`src/rtl/flag_unit_pkg.sv`:
```
package flag_unit_pkg;
  localparam int DATA_W = 16;
  localparam int BYTE_W = 8;
  localparam int NIB_W  = 4;
  localparam int CTL_N  = 3;

  // Flag word bit positions
  localparam int BIT_C = 0;
  localparam int BIT_P = 2;
  localparam int BIT_A = 4;
  localparam int BIT_Z = 6;
  localparam int BIT_S = 7;
  localparam int BIT_T = 8;
  localparam int BIT_I = 9;
  localparam int BIT_D = 10;
  localparam int BIT_O = 11;

  // Control command indices
  localparam int CTL_TRAP = 0;
  localparam int CTL_IEN  = 1;
  localparam int CTL_DIR  = 2;

  typedef enum logic [1:0] {
    OP_ADD  = 2'b00,
    OP_SUB  = 2'b01,
    OP_LOG  = 2'b10,
    OP_LOG2 = 2'b11
  } op_cls_e;

  typedef struct packed {
    logic cf;
    logic pf;
    logic af;
    logic zf;
    logic sf;
    logic of;
  } status_t;

  function automatic logic [DATA_W-1:0] width_mask(input logic wide);
    return wide ? {DATA_W{1'b1}} : {{(DATA_W-BYTE_W){1'b0}}, {BYTE_W{1'b1}}};
  endfunction

  // Carry out of (add) or borrow into (sub) the top bit of the selected width
  function automatic logic carry_fn(input logic wide, input logic sub,
                                    input logic [DATA_W-1:0] a,
                                    input logic [DATA_W-1:0] b);
    logic [DATA_W:0]   ext;
    logic [DATA_W-1:0] m;
    m   = width_mask(wide);
    ext = sub ? ({1'b0, a & m} - {1'b0, b & m})
              : ({1'b0, a & m} + {1'b0, b & m});
    return wide ? ext[DATA_W] : ext[BYTE_W];
  endfunction

  function automatic logic nibble_carry(input logic sub,
                                        input logic [NIB_W-1:0] a,
                                        input logic [NIB_W-1:0] b);
    logic [NIB_W:0] ext;
    ext = sub ? ({1'b0, a} - {1'b0, b}) : ({1'b0, a} + {1'b0, b});
    return ext[NIB_W];
  endfunction

  function automatic logic even_ones(input logic [BYTE_W-1:0] v);
    return ~(^v);
  endfunction

  function automatic logic signed_ovf(input logic is_add, input logic is_sub,
                                      input logic sa, input logic sb,
                                      input logic sr);
    return (is_add & (sa == sb) & (sr != sa)) |
           (is_sub & (sa != sb) & (sr != sa));
  endfunction
endpackage

```
`src/rtl/flag_calc.sv`:
```
module flag_calc
  import flag_unit_pkg::*;
(
  input  logic              wide,
  input  logic [1:0]        op_cls,
  input  logic [DATA_W-1:0] opa,
  input  logic [DATA_W-1:0] opb,
  input  logic [DATA_W-1:0] res,
  output status_t           st
);
  logic              is_add;
  logic              is_sub;
  logic              is_arith;
  logic [DATA_W-1:0] res_m;
  logic              msb_a;
  logic              msb_b;
  logic              msb_r;

  always_comb begin
    is_add   = (op_cls == OP_ADD);
    is_sub   = (op_cls == OP_SUB);
    is_arith = is_add | is_sub;
    res_m    = res & width_mask(wide);
    msb_a    = wide ? opa[DATA_W-1] : opa[BYTE_W-1];
    msb_b    = wide ? opb[DATA_W-1] : opb[BYTE_W-1];
    msb_r    = wide ? res[DATA_W-1] : res[BYTE_W-1];

    st.cf = is_arith & carry_fn(wide, is_sub, opa, opb);
    st.af = is_arith & nibble_carry(is_sub, opa[NIB_W-1:0], opb[NIB_W-1:0]);
    st.pf = even_ones(res[BYTE_W-1:0]);
    st.zf = (res_m == '0);
    st.sf = msb_r;
    st.of = signed_ovf(is_add, is_sub, msb_a, msb_b, msb_r);
  end
endmodule

```
`src/rtl/status_reg.sv`:
```
module status_reg
  import flag_unit_pkg::*;
(
  input  logic    clk,
  input  logic    rst_n,
  input  logic    upd_en,
  input  status_t st_d,
  output status_t st_q
);
  always_ff @(posedge clk or negedge rst_n) begin
    if (!rst_n)      st_q <= '0;
    else if (upd_en) st_q <= st_d;
  end
endmodule

```
`src/rtl/ctl_flags.sv`:
```
module ctl_flags
  import flag_unit_pkg::*;
(
  input  logic             clk,
  input  logic             rst_n,
  input  logic [CTL_N-1:0] set_cmd,
  input  logic [CTL_N-1:0] clr_cmd,
  output logic [CTL_N-1:0] q
);
  for (genvar i = 0; i < CTL_N; i++) begin : g_bit
    always_ff @(posedge clk or negedge rst_n) begin
      if (!rst_n)          q[i] <= 1'b0;
      else if (clr_cmd[i]) q[i] <= 1'b0;
      else if (set_cmd[i]) q[i] <= 1'b1;
    end
  end
endmodule

```
`src/rtl/flag_unit.sv`:
```
module flag_unit
  import flag_unit_pkg::*;
(
  input  logic              clk,
  input  logic              rst_n,
  input  logic              upd_en,
  input  logic              wide,
  input  logic [1:0]        op_cls,
  input  logic [DATA_W-1:0] opa,
  input  logic [DATA_W-1:0] opb,
  input  logic [DATA_W-1:0] res,
  input  logic [CTL_N-1:0]  ctl_set,
  input  logic [CTL_N-1:0]  ctl_clr,
  input  logic              irq_in,
  input  logic              instr_done,
  output logic [DATA_W-1:0] flags,
  output logic              irq_accept,
  output logic              step_trap,
  output logic              dir_down
);
  status_t          st_next;
  status_t          st_q;
  logic [CTL_N-1:0] ctl_q;

  flag_calc u_calc (
    .wide   (wide),
    .op_cls (op_cls),
    .opa    (opa),
    .opb    (opb),
    .res    (res),
    .st     (st_next)
  );

  status_reg u_stat (
    .clk    (clk),
    .rst_n  (rst_n),
    .upd_en (upd_en),
    .st_d   (st_next),
    .st_q   (st_q)
  );

  ctl_flags u_ctl (
    .clk     (clk),
    .rst_n   (rst_n),
    .set_cmd (ctl_set),
    .clr_cmd (ctl_clr),
    .q       (ctl_q)
  );

  always_comb begin
    flags        = '0;
    flags[BIT_C] = st_q.cf;
    flags[BIT_P] = st_q.pf;
    flags[BIT_A] = st_q.af;
    flags[BIT_Z] = st_q.zf;
    flags[BIT_S] = st_q.sf;
    flags[BIT_O] = st_q.of;
    flags[BIT_T] = ctl_q[CTL_TRAP];
    flags[BIT_I] = ctl_q[CTL_IEN];
    flags[BIT_D] = ctl_q[CTL_DIR];
  end

  assign irq_accept = irq_in & ctl_q[CTL_IEN];
  assign step_trap  = instr_done & ctl_q[CTL_TRAP];
  assign dir_down   = ctl_q[CTL_DIR];
endmodule

```
`config.mk`:
```
export PLATFORM = sky130hd
export DESIGN_NAME = flag_unit
export DESIGN_NICKNAME = d
export VERILOG_FILES = /design/src/rtl/flag_unit_pkg.sv /design/src/rtl/flag_calc.sv /design/src/rtl/status_reg.sv /design/src/rtl/ctl_flags.sv /design/src/rtl/flag_unit.sv
export SDC_FILE = /design/constraint.sdc
export NUM_CORES = 1
export LEC_CHECK = 0
export BUFFER_PORTS_ARGS = -buffer_cell sky130_fd_sc_hd__buf_2
export CAP_MARGIN = 20
export CORE_MARGIN = 1.5
export CORE_UTILIZATION = 44
export DETAILED_ROUTE_END_ITERATION = 16
export GPL_ROUTABILITY_DRIVEN = 1
export GPL_TIMING_DRIVEN = 0
export HOLD_SLACK_MARGIN = 0.03
export PLACE_DENSITY = 0.87
export REMOVE_ABC_BUFFERS = 1
export SYNTH_ARGS = -nofsm -noshare
export SYNTH_HDL_FRONTEND = slang
export SYNTH_SLANG_ARGS = --single-unit
```
`constraint.sdc`:
```
create_clock -name clk -period 1 [get_ports clk]
set_input_delay 0.15 -clock clk [delete_from_list [all_inputs] [get_ports clk]]
set_output_delay 0.15 -clock clk [all_outputs]
set_load 0.05 [all_outputs]
```
==> run summary <==
Synth area leaders = ha_1 (17%), dfrtp_1 (15%), nor2_1 (6.4%), xnor2_1 (5.4%), and2_1 (4.7%)
Fmax = 412 MHz
fin. max-slew vios = 0
post-route antenna net violation count = 0
clock latency on the worst-skew pair = 0.26 ns
reg2reg end = u_stat.st_q[5]$_DFFE_PN0P_
Largest delay share family, worst path = simple AND/OR/NAND/NOR gates
worst hold path depth = 2
first-pass GRT wire length = 6.40 mm
Initial DRC Count = 76
clock sinks = 9
Final WS setup = -1.43 ns
Yosys top cell area share = 17.1%
startpoint types = primary input
Final setup viols = 5
Max Root-Sink Buffers = 2
DRT Pass-1 Iters = 4
Num CTS Buffers = 3
WL final = 4.31 mm
Top FF cell, synth = dfrtp_1
count of warnings emitted by yosys = 0
Critical Path Sink Type = register
r2r setup slk = 0.10 ns
Site Rows = 20
initial core utilization = 47.1%
Post-DP HPWL = 2.81 mm
Final #Nets = 349
CTS tree = yes
ys async rst share = 100%
Area Growth Syn to Fin = 55.3%
Worst EP required = 1.15 ns
Root Driver = clkbuf_4
post-route setup TNS = -2.38 ns
leakage = 1.11 nW
EDFF count, synth = 0
CP max stage delay = 0.32 ns
total number of vias = 1636
Worst Path Arrival = 2.58 ns
worst r2r src = u_stat.st_q[5]$_DFFE_PN0P_
Core Area = 3100 um^2
min cycle time layout = 2.43 ns
worst hold start = ctl_clr[0]
crit path kind = in2reg
register area share after synthesis = 15.4%
Die Span X = 60.6 um
syn_area_per_cell = 7.73 um^2
fin util = 73.1%
Peak VDD IR = 0.479 mV
Reg2Reg Depth = 2
Period Utilization, post-route = 243%
I/O Pins = 81
H-tree depth = 1
outcome = complete, but fails checks
via-per-instance ratio = 5.28
mapped cell area = 1460 um^2
pin count of the biggest net entering global routing = 13
WP buf/inv = 1
RSZ-0062 raised after global routing = yes
initial antenna violation count = 0
Chip Height = 60.6 um
total track usage = 22.8%
critical-path cell list = buf_2 > nor3_4 > and3_4 > nand3_2 > o2111ai_1 > nand2_1 > ha_1 > nand4_1 > nor3_4 > and2_4 > a211oi_2 > xor2_1 > a221o_1
grt ovf = 0
Hold WC Path Type = in2reg
n_diodes = 0
Fillers = 221
Yosys cell types = 45
vias in the first global route = 1516
routed len/inst = 13.9 um
cell mode on critical path = nor3_4
worst-path fanout max = 4
final hold vios = 0
DRC = 0
Slowest-stage cell, CP = ha_1
layout cells sized above 1 = 45.9%
max_cap viols = 0
PortBufs = 73
failing checks = negative setup slack
Seq cells post-synth = 9
Fin Clk Skew = 0 ns
Die ar. = 3680 um^2
Worst Hold Path EP = u_ctl.q[0]$_DFFE_PN0P_
RePlAce Congestion = 0.812
area leader, netlist = ha_1
clock-pin slew on the worst setup and hold paths = 0.06 ns
Post-Synthesis Cells = 189
power density cells = 875 nW/um^2
## power by group
part           total (mW)  leakage, nW  switching (mW)  internal, mW
Clock               0.283       0.0150           0.129         0.154
Combinational        1.25        0.985           0.713         0.541
Sequential          0.447        0.114          0.0352         0.412
## state kept, by name, indices dropped and copies added (netlist names)
name         flops
u_ctl.q          3
u_stat.st_q      6
## logic make-up (layout without fill, tap and decap cells)
group,count (synthesis),in the layout,share of synthesized area (%)
AOI/OAI and AO/OA,40,40,18.8
xor gates and xnor gates,16,16,9.59
adders and majority gates,20,20,17.1
buffers and inverters,29,100,10.0
DFF,9,9,15.4
muxes,6,6,5.14
other,1,7,0.257
and+or+nand+nor,68,68,23.7
## cell type report
class                   instances  area, um^2  share of cell area [%]
multi-input cells             157        1340                    58.9
repair buffers                 81         571                    25.1
flip-flops and latches          9         225                    9.92
inverters                      15        56.3                    2.48
well taps                      44        55.1                    2.43
clock buffers                   4        26.3                    1.16
## synthesized netlist by cell type (2+ instances only)
cell / instances
nor2_1: 25
ha_1: 20
inv_1: 15
a21oi_1: 13
and2_1: 11
nand2_1: 10
dfrtp_1: 9
xnor2_1: 9
buf_4: 8
xor2_1: 7
clkbuf_1: 5
nand2b_1: 5
o21ai_0: 5
a211oi_1: 3
mux2i_1: 3
o21a_1: 3
and3_1: 2
mux2_2: 2
nand3_1: 2
nand4_1: 2
nor3_1: 2
nor3_2: 2
nor4_1: 2
o2111ai_1: 2
o221ai_1: 2
## metal layers
layer | track usage [%] | share of wire (%)
met5 | 0 | 0
met4 | 6.83 | 1.9
met3 | 2.35 | 5.3
met2 | 41.8 | 52
met1 | 27.9 | 40
## stage by stage
| stage | setup slack, ns | hold WS, ns | instances | total power, mW | area (um^2) |
|---|---|---|---|---|---|
| after floorplan | -1.52 | -0.146 | 181 | 1.12 | 1390 |
| after global placement | -1.86 | 0.00519 | 298 | 1.41 | 1810 |
| after detailed placement | -1.90 | 0.00445 | 298 | 1.43 | 1810 |
| after CTS | -1.29 | 0.0366 | 309 | 1.85 | 2120 |
| after global routing | -1.55 | 0.0336 | 310 | 2.11 | 2270 |
| final | -1.43 | 0.0317 | 310 | 1.99 | 2270 |
## layout by cell type (no fill, tap or decap), types with 4 or more instances in the layout
master and instances:
buf_4 7, inv_1 13, o21ai_0 4, buf_2 56, nor2_1 23, conb_1 7, dfrtp_1 9, buf_6 14
ha_4 6, xor2_1 7, and2_4 4, and2_1 8, nand2_1 9, nand2b_1 4, xnor2_1 6, ha_1 14
a21oi_1 11
## what timing repair did
item,4_1_cts,5_1_grt
hold endpoints to repair,9,0
hold buffers,1,0
buffers inserted,5,1
endpoints found under the setup margin,15,15
pin swaps,22,12
resized for setup,54,22
gates cloned,1,0
## worst max path at each step
stage	endpoint	slack, ns	cells after the start	from
after floorplan	u_stat.st_q[5]$_DFFE_PN0P_	-1.52	14	opb[0]
after global placement	u_stat.st_q[5]$_DFFE_PN0P_	-1.86	15	opb[0]
after detailed placement	u_stat.st_q[5]$_DFFE_PN0P_	-1.90	15	opb[0]
after CTS	u_stat.st_q[5]$_DFFE_PN0P_	-1.29	13	opb[3]
after global routing	u_stat.st_q[5]$_DFFE_PN0P_	-1.55	13	opb[2]
final	u_stat.st_q[5]$_DFFE_PN0P_	-1.43	13	opb[2]
No activity file was read; power rests on OpenSTA's default activity.
